--- config.mk ---
export PLATFORM = sky130hd
export DESIGN_NAME = cap_access_guard
export DESIGN_NICKNAME = d
export VERILOG_FILES = /design/src/rtl/cap_chk_pkg.sv /design/src/rtl/cap_decode.sv /design/src/rtl/cap_rule_eval.sv /design/src/rtl/cap_fault_rank.sv /design/src/rtl/cap_access_guard.sv
export SDC_FILE = /design/constraint.sdc
export NUM_CORES = 1
export LEC_CHECK = 0
export BUFFER_PORTS_ARGS = -buffer_cell sky130_fd_sc_hd__buf_4
export CORE_UTILIZATION = 40
export DETAILED_ROUTE_END_ITERATION = 8
export GPL_TIMING_DRIVEN = 0
export PLACE_DENSITY = 0.76
export SYNTH_ARGS = -nofsm -noshare
export SYNTH_HDL_FRONTEND = slang
export SYNTH_SLANG_ARGS = --single-unit
--- constraint.sdc ---
create_clock -name clk -period 0.97 [get_ports clk]
set_input_delay 0.1455 -clock clk [delete_from_list [all_inputs] [get_ports clk]]
set_output_delay 0.1455 -clock clk [all_outputs]
set_load 0.05 [all_outputs]
--- src/rtl/cap_chk_pkg.sv ---
package cap_chk_pkg;
  localparam int CAP_W   = 128;
  localparam int ADDR_W  = 64;
  localparam int PERM_W  = 3;
  localparam int OTYPE_W = 5;
  localparam int SIZE_W  = 5;
  localparam int KIND_W  = 2;
  localparam int CAUSE_W = 3;
  localparam int NFAULT  = 4;
  localparam int BND_W   = (ADDR_W - PERM_W - OTYPE_W) / 2;
  localparam int EXT_W   = ADDR_W + 1;

  typedef enum logic [KIND_W-1:0] {
    ACC_LOAD  = 2'd0,
    ACC_STORE = 2'd1,
    ACC_FETCH = 2'd2,
    ACC_RSVD  = 2'd3
  } acc_kind_e;

  typedef enum logic [CAUSE_W-1:0] {
    CAUSE_NONE   = 3'd0,
    CAUSE_TAG    = 3'd1,
    CAUSE_SEAL   = 3'd2,
    CAUSE_PERM   = 3'd3,
    CAUSE_BOUNDS = 3'd4
  } fault_cause_e;

  // Fault flag slots, lowest index has the highest rank
  localparam int FL_TAG   = 0;
  localparam int FL_SEAL  = 1;
  localparam int FL_PERM  = 2;
  localparam int FL_BOUND = 3;

  typedef struct packed {
    logic [BND_W-1:0]   upper;
    logic [BND_W-1:0]   lower;
    logic [OTYPE_W-1:0] otype;
    logic [PERM_W-1:0]  rights;
    logic [ADDR_W-1:0]  cursor;
  } cap_fields_t;

  // End of the byte range, one bit wider than the address
  function automatic logic [EXT_W-1:0] range_end(input logic [ADDR_W-1:0] addr,
                                                 input logic [SIZE_W-1:0] size);
    return {1'b0, addr} + {{(EXT_W-SIZE_W){1'b0}}, size};
  endfunction

  function automatic logic range_inside(input logic [ADDR_W-1:0] addr,
                                        input logic [SIZE_W-1:0] size,
                                        input logic [BND_W-1:0]  lo,
                                        input logic [BND_W-1:0]  hi);
    logic [EXT_W-1:0] lo_x, hi_x, start_x;
    lo_x    = {{(EXT_W-BND_W){1'b0}}, lo};
    hi_x    = {{(EXT_W-BND_W){1'b0}}, hi};
    start_x = {1'b0, addr};
    return (start_x >= lo_x) && (range_end(addr, size) <= hi_x);
  endfunction

  function automatic fault_cause_e rank_to_cause(input int idx);
    case (idx)
      FL_TAG:   return CAUSE_TAG;
      FL_SEAL:  return CAUSE_SEAL;
      FL_PERM:  return CAUSE_PERM;
      default:  return CAUSE_BOUNDS;
    endcase
  endfunction
endpackage

--- src/rtl/cap_decode.sv ---
module cap_decode
  import cap_chk_pkg::*;
(
  input  logic [CAP_W-1:0] cap_raw,
  output cap_fields_t      fields,
  output logic             sealed
);
  assign fields = cap_fields_t'(cap_raw);
  assign sealed = fields.otype[OTYPE_W-1];
endmodule

--- src/rtl/cap_rule_eval.sv ---
module cap_rule_eval
  import cap_chk_pkg::*;
(
  input  logic              tag,
  input  cap_fields_t       fields,
  input  logic              sealed,
  input  logic [KIND_W-1:0] kind,
  input  logic [ADDR_W-1:0] addr,
  input  logic [SIZE_W-1:0] size,
  output logic [NFAULT-1:0] flags
);
  logic [PERM_W-1:0] right_hit;

  // One comparator per right: right i serves access kind i
  for (genvar i = 0; i < PERM_W; i++) begin : g_right
    assign right_hit[i] = fields.rights[i] && (kind == KIND_W'(i));
  end

  logic in_range;
  assign in_range = range_inside(addr, size, fields.lower, fields.upper);

  assign flags[FL_TAG]   = !tag;
  assign flags[FL_SEAL]  = sealed;
  assign flags[FL_PERM]  = !(|right_hit);
  assign flags[FL_BOUND] = !in_range;
endmodule

--- src/rtl/cap_fault_rank.sv ---
module cap_fault_rank
  import cap_chk_pkg::*;
(
  input  logic [NFAULT-1:0]  flags,
  output logic [CAUSE_W-1:0] cause
);
  always_comb begin
    cause = CAUSE_NONE;
    // Scan from lowest rank to highest so the highest-ranked flag wins
    for (int i = NFAULT - 1; i >= 0; i--) begin
      if (flags[i]) cause = rank_to_cause(i);
    end
  end
endmodule

--- src/rtl/cap_access_guard.sv ---
module cap_access_guard
  import cap_chk_pkg::*;
(
  input  logic               clk,
  input  logic               rst_n,
  input  logic               req_valid,
  input  logic               req_tag,
  input  logic [CAP_W-1:0]   req_cap,
  input  logic [KIND_W-1:0]  req_kind,
  input  logic [ADDR_W-1:0]  req_addr,
  input  logic [SIZE_W-1:0]  req_size,
  output logic               rsp_valid,
  output logic               rsp_grant,
  output logic [CAUSE_W-1:0] rsp_cause
);
  cap_fields_t        fields;
  logic               sealed;
  logic [NFAULT-1:0]  flags;
  logic [CAUSE_W-1:0] cause_c;

  cap_decode u_decode (
    .cap_raw (req_cap),
    .fields  (fields),
    .sealed  (sealed)
  );

  cap_rule_eval u_rules (
    .tag    (req_tag),
    .fields (fields),
    .sealed (sealed),
    .kind   (req_kind),
    .addr   (req_addr),
    .size   (req_size),
    .flags  (flags)
  );

  cap_fault_rank u_rank (
    .flags (flags),
    .cause (cause_c)
  );

  // Named events for the assertions
  logic ev_tag_bad, ev_seal_bad, ev_perm_bad, ev_bound_bad;
  assign ev_tag_bad   = req_valid && flags[FL_TAG];
  assign ev_seal_bad  = req_valid && flags[FL_SEAL];
  assign ev_perm_bad  = req_valid && flags[FL_PERM];
  assign ev_bound_bad = req_valid && flags[FL_BOUND];

  always_ff @(posedge clk or negedge rst_n) begin
    if (!rst_n) begin
      rsp_valid <= 1'b0;
      rsp_grant <= 1'b0;
      rsp_cause <= CAUSE_NONE;
    end else if (req_valid) begin
      rsp_valid <= 1'b1;
      rsp_grant <= (cause_c == CAUSE_NONE);
      rsp_cause <= cause_c;
    end else begin
      rsp_valid <= 1'b0;
      rsp_grant <= 1'b0;
      rsp_cause <= CAUSE_NONE;
    end
  end

  a_r1_strobe_follows: assert property (@(posedge clk) disable iff (!rst_n)
    req_valid |=> rsp_valid);
  a_r1_idle_quiet: assert property (@(posedge clk) disable iff (!rst_n)
    !req_valid |=> (!rsp_valid && !rsp_grant && rsp_cause == CAUSE_NONE));
  a_r2_grant_clean: assert property (@(posedge clk) disable iff (!rst_n)
    rsp_grant |-> (rsp_valid && rsp_cause == CAUSE_NONE));
  a_r2_fault_refused: assert property (@(posedge clk) disable iff (!rst_n)
    (rsp_valid && rsp_cause != CAUSE_NONE) |-> !rsp_grant);
  a_r3_tag_first: assert property (@(posedge clk) disable iff (!rst_n)
    ev_tag_bad |=> (rsp_cause == CAUSE_TAG));
  a_r4_seal_next: assert property (@(posedge clk) disable iff (!rst_n)
    (ev_seal_bad && !ev_tag_bad) |=> (rsp_cause == CAUSE_SEAL));
  a_r5_perm_next: assert property (@(posedge clk) disable iff (!rst_n)
    (ev_perm_bad && !ev_tag_bad && !ev_seal_bad) |=> (rsp_cause == CAUSE_PERM));
  a_r6_bound_last: assert property (@(posedge clk) disable iff (!rst_n)
    (ev_bound_bad && !ev_tag_bad && !ev_seal_bad && !ev_perm_bad)
      |=> (rsp_cause == CAUSE_BOUNDS && !rsp_grant));
  a_r8_all_clear_grants: assert property (@(posedge clk) disable iff (!rst_n)
    (req_valid && flags == '0) |=> rsp_grant);
endmodule

; Word level (Yosys, flattened, before mapping)
; Cells that the tools add are included.
[totals]
ff_bits = 5
elab_cells = 22
out_inout_bits = 5
inputBits = 203
[classes]
n_reduce_logical = 7
muxes = 7
eq_ne = 2
addsub = 1
order_cmp = 2
[op_table]
columns = cell, n
row1 = 64-bit by 5-bit adder with 65-bit output, 1
row2 = 65-bit by 28-bit less-or-equal comparator with 1-bit output, 1
row3 = 64-bit by 28-bit >= comparator with 1-bit output, 1
row4 = 3-bit two-way mux, 5
row5 = 1-bit logical AND, 4
row6 = 3-bit zero test, 1
row7 = 3-bit OR reduction, 1
row8 = "2-bit by 1-bit equality test with 1-bit output, second input constant", 1
row9 = "2-bit equality test, second input constant", 1
row10 = 2-bit zero test, 1
row11 = 1-bit two-way mux, 2

; Longest topological paths before layout
[depth]
depth_word = 9
depth_mapped = 21

; By module
; From an unflattened synthesis, not the netlist that was laid out.
[hier_totals]
cells_unflattened = 626
hier_area_um2 = 4413.0
[by_module_without_submodules]
columns = mod, area_each_um2, instances, cells_per_inst, seq_area_each_um2
row1 = cap_rule_eval, 3250.6, 1, 483, 0.0
row2 = cap_decode, 968.4, 1, 129, 0.0
row3 = cap_access_guard, 158.9, 1, 9, 125.1
row4 = cap_fault_rank, 35.0, 1, 5, 0.0

; Worst setup path before layout
; Ideal clock, no wire load.
[synth_timing]
path_kind = in2reg
start = in req_addr[0]
end = reg rsp_grant
path_buffers = 0
t_required_ns = 0.897
setup_slack_ns = -2.530
arrival_time_ns = 3.428
cell_stages = 20
cell_sequence = ha_1 -> inv_1 -> fa_1 -> nor2b_1 -> o2111ai_1 -> nand2_1 -> nand2_1 -> nor2_1 -> nand3_1 -> nor2_1 -> xor2_1 -> ha_1 -> nand4_1 -> nor4_1 -> and4_1 -> a21oi_1 -> a22oi_1 -> nand4_1 -> nor4_2 -> nor2b_1
[synth_between]
elab_chain_len = 9
elab_cells_between_ends = 10
[synth_lines]
columns = item, line
row1 = "start, declared", cap_access_guard.sv:10  ; input logic [ADDR_W-1:0] req_addr,
row2 = 64-bit by 5-bit adder with 65-bit output, cap_chk_pkg.sv:45  ; return {1'b0, addr} + {{(EXT_W-SIZE_W){1'b0}}, size};
row3 = 65-bit by 28-bit less-or-equal comparator with 1-bit output, cap_chk_pkg.sv:56  ; return (start_x >= lo_x) && (range_end(addr, size) <= hi_x);
row4 = 1-bit logical AND *, cap_chk_pkg.sv:56
row5 = 3-bit two-way mux * (4 in a row), cap_fault_rank.sv:11  ; if (flags[i]) cause = rank_to_cause(i);
row6 = 3-bit zero test *, cap_access_guard.sv:56  ; rsp_grant <= (cause_c == CAUSE_NONE);
row7 = 1-bit two-way mux *, cap_access_guard.sv:54  ; end else if (req_valid) begin
row8 = "end signal, assigned", cap_access_guard.sv:56
row9 = "end, declared", cap_access_guard.sv:13  ; output logic rsp_grant,
; Every way passes the cells marked *; elsewhere a longest branch is shown, timed or not.

; Worst setup path after layout
; Ends and elaborated chain as after synthesis.

==> flow_summary.ini <==
[floorplanning]
die_x_um = 93.3
core-area_sq_mm = 0.00789
fp.dieArea_sq_mm = 0.00871
start_util_pct = 42.3
die_height_um = 93.3
rows = 32
ios = 208

[place]
placedCellCount = 710
hpwlAfterDp_um = 9570
pre_cts_slack_ns = -2.99
gp_congestion = 0.928
io_buffers = 137

[pwr]
power.total_mw = 2.38
vdd_ir_drop_max_mv = 0.285
p_leak_nw = 2.31
power_density_mw_per_mm2 = 494

[timing]
layout_setup_ws_ns = -2.35
rsz0062_at_grt = yes
tightestPinTransition_ns = 0.809
max_freq_mhz = 302
finalSetupViolCount = 2
timing.final.crit_share_pct = 342
slew-limit-headroom_pct = 45.6
slew_viol_final = 0
finalHoldViolations = 0
setup_tns_ns = -4.62
period_minus_slack_ns = 3.32

[finish]
nNetsFinal = 885
n_antenna_cell = 0
stdcell_count = 721
layout-drive-gt1-share_pct = 31.7
fin_util_pct = 61.1
syn_to_final_growth_pct = 44.5

[outcome]
failed_checks = setup timing
status = complete, but fails checks

[critical_path]
crit_fanout = 3
cp-end-kind = register
startpoint_type = input port
required_ns = 1.12
critPathArrivalTime_ns = 3.47
path_class = in2reg

[global_routing]
track_usage_pct = 26.4
grt_max_degree = 11
antenna_found_initial = 0
grt_pass1_wl_um = 18600
grt_pass1_vias = 4055
globalRouteOverflowTotal = 0

[logic_synthesis]
ys_seq_area_share_pct = 3.75
synthFlopType = dfrtp_1
synthAdderAreaFrac_pct = 23.5
synth_warnings = 0
ys_types = 61
yosys-mux-area-fraction_pct = 1.54
synth_simple_gate_area_share_pct = 36.9
synth_compound_area_share_pct = 15.9
synthArstFlopShare_pct = 100
synth_nets = 736
synth_xor_area_share_pct = 10.2
synth_top_family_by_area = simple AND/OR/NAND/NOR gates
synth_edf_count = 0
ys_ff_latch = 5
avgSynthCellArea_sq_um = 7.08
synth_area_sq_mm = 0.00334
netlist_instances = 471

[clock_tree]
clock_path_buffers = 2
htree_num_levels = 1
clkSinkCount = 5
cts_root_buf = clkbuf_8
cts_buffers = 3
cts_tree = built
clk_pin_slew_ns = 0.03

[detailed_routing]
ant_nets = 0
routed_wl_um = 11300
vias = 4068
route.detailed.drc = 0
wl_per_cell_um = 15.7
drt-initial-drc-count = 302
firstDrtPassIters = 5
viasPerCell = 5.64

[flow_run]
drv_cap = 0

[worst_hold_path]
hp-class = in2reg
==> worst max-delay path, cell delays in order <==
cell	delay, ns
buf_8	0.08
ha_4	0.12
inv_2	0.03
fa_2	0.36
nor2b_4	0.16
o2111ai_4	0.15
nand2_2	0.13
buf_4	0.12
buf_4	0.10
xor2_1	0.14
ha_1	0.28
a211oi_2	0.21
nor2_1	0.08
o41ai_2	0.40
nand4_1	0.17
a22oi_1	0.18
nand4_1	0.17
nor4_4	0.23
nor2b_2	0.19
==> synthesized netlist by cell type (4+ instances only) <==
| master | count | area (sq um) |
|---|---|---|
| o21ai_0 | 11 | 55.1 |
| nor2_1 | 28 | 105 |
| clkbuf_1 | 4 | 15.0 |
| nor2b_1 | 4 | 25.0 |
| xor2_1 | 19 | 166 |
| a21o_1 | 7 | 52.6 |
| nor3_1 | 18 | 90.1 |
| or3_1 | 5 | 31.3 |
| nor4_1 | 13 | 81.3 |
| nand2b_1 | 4 | 25.0 |
| a31oi_1 | 4 | 25.0 |
| and2_1 | 5 | 31.3 |
| xnor2_1 | 20 | 175 |
| nand3_1 | 30 | 150 |
| ha_1 | 61 | 763 |
| a21oi_1 | 19 | 95.1 |
| nand2_1 | 33 | 124 |
| mux2i_1 | 4 | 40.0 |
| inv_1 | 66 | 248 |
| and4_1 | 6 | 52.6 |
| and3_1 | 5 | 31.3 |
| nand4_1 | 37 | 231 |
| dfrtp_1 | 5 | 125 |
==> state kept, by name, indices dropped and copies added, names as in the netlist <==
signal	flops
rsp_cause	3
rsp_valid	1
rsp_grant	1
==> layout by cell type, fill, tap and decap left out, types with 5 or more instances in the layout <==
master / synthesis / routed
ha_1: 61 / 57
buf_4: 0 / 141
nand3_1: 30 / 27
dfrtp_1: 5 / 5
and2_1: 5 / 5
nor3_1: 18 / 17
nor4_1: 13 / 11
xor2_1: 19 / 19
o21ai_0: 11 / 11
and3_1: 5 / 5
or3_1: 5 / 5
nand2_1: 33 / 31
inv_1: 66 / 65
nor2_1: 28 / 25
nand4_1: 37 / 37
xnor2_1: 20 / 20
a21o_1: 7 / 7
and4_1: 6 / 5
a21oi_1: 19 / 17
==> worst paths after layout <==
path,start,end,slack [ns],cells past startpoint
worst max-delay path,req_addr[0],rsp_grant$_DFF_PN0_,-2.35,19
worst min-delay path,req_valid,rsp_valid$_DFF_PN0_,0.06,1
max in group asynchronous,rst_n,rsp_cause[1]$_DFF_PN0_,0.58,2
min in group asynchronous,rst_n,rsp_grant$_DFF_PN0_,0.29,2
==> report_power, final <==
group	leakage (nW)	internal [mW]	total, mW	switching, mW
clock network	0.0228	0.281	0.377	0.0952
logic	2.23	0.884	1.79	0.903
registers	0.0650	0.218	0.220	0.00205
total	2.31	1.38	2.38	1.00
==> area by class of cell <==
cell class,count,area [sq um]
multi-input combinational,394,3150
fill,729,3070
timing repair buffer,144,1090
inverter,66,248
tap,102,128
sequential,5,125
clock buffer,4,45.0
buffer,6,35.0
==> timing repair <==
action	4_1_cts	5_1_grt
endpoints found under the hold margin	5	0
hold buffers	1	0
endpoints found under the setup margin	2	2
buffers inserted	5	1
gates resized for setup	30	3
pin swaps	15	2
==> routing by layer <==
metal / vias to the layer above / part of all wire [%] / global-route usage, %
met3: 17 / 6.1 / 2.44
met1: 1843 / 45 / 34.0
met2: 163 / 48 / 46.8
li1: 2045 / - / -
met5: - / 0 / 0
met4: 0 / 1.4 / 6.67
==> per-stage QoR <==
step                      hold slack, ns  instance area [sq um]
after floorplan                   -0.150                   3380
final                             0.0588                   4820
after global placement           -0.0535                   4540
after CTS                         0.0565                   4800
after detailed placement         -0.0530                   4540
after global routing              0.0612                   4820
==> cell families (layout without fill, tap and decap cells) <==
| family | after synthesis | count (layout) |
|---|---|---|
| adder cells (fa/ha/maj) | 62 | 62 |
| XOR/XNOR | 39 | 39 |
| AND/OR/NAND/NOR | 212 | 212 |
| multiplexers | 5 | 5 |
| buffers and inverters | 72 | 220 |
| flip-flops | 5 | 5 |
| AO/OA/AOI/OAI | 76 | 76 |
Power figures use the tool's default switching activity.
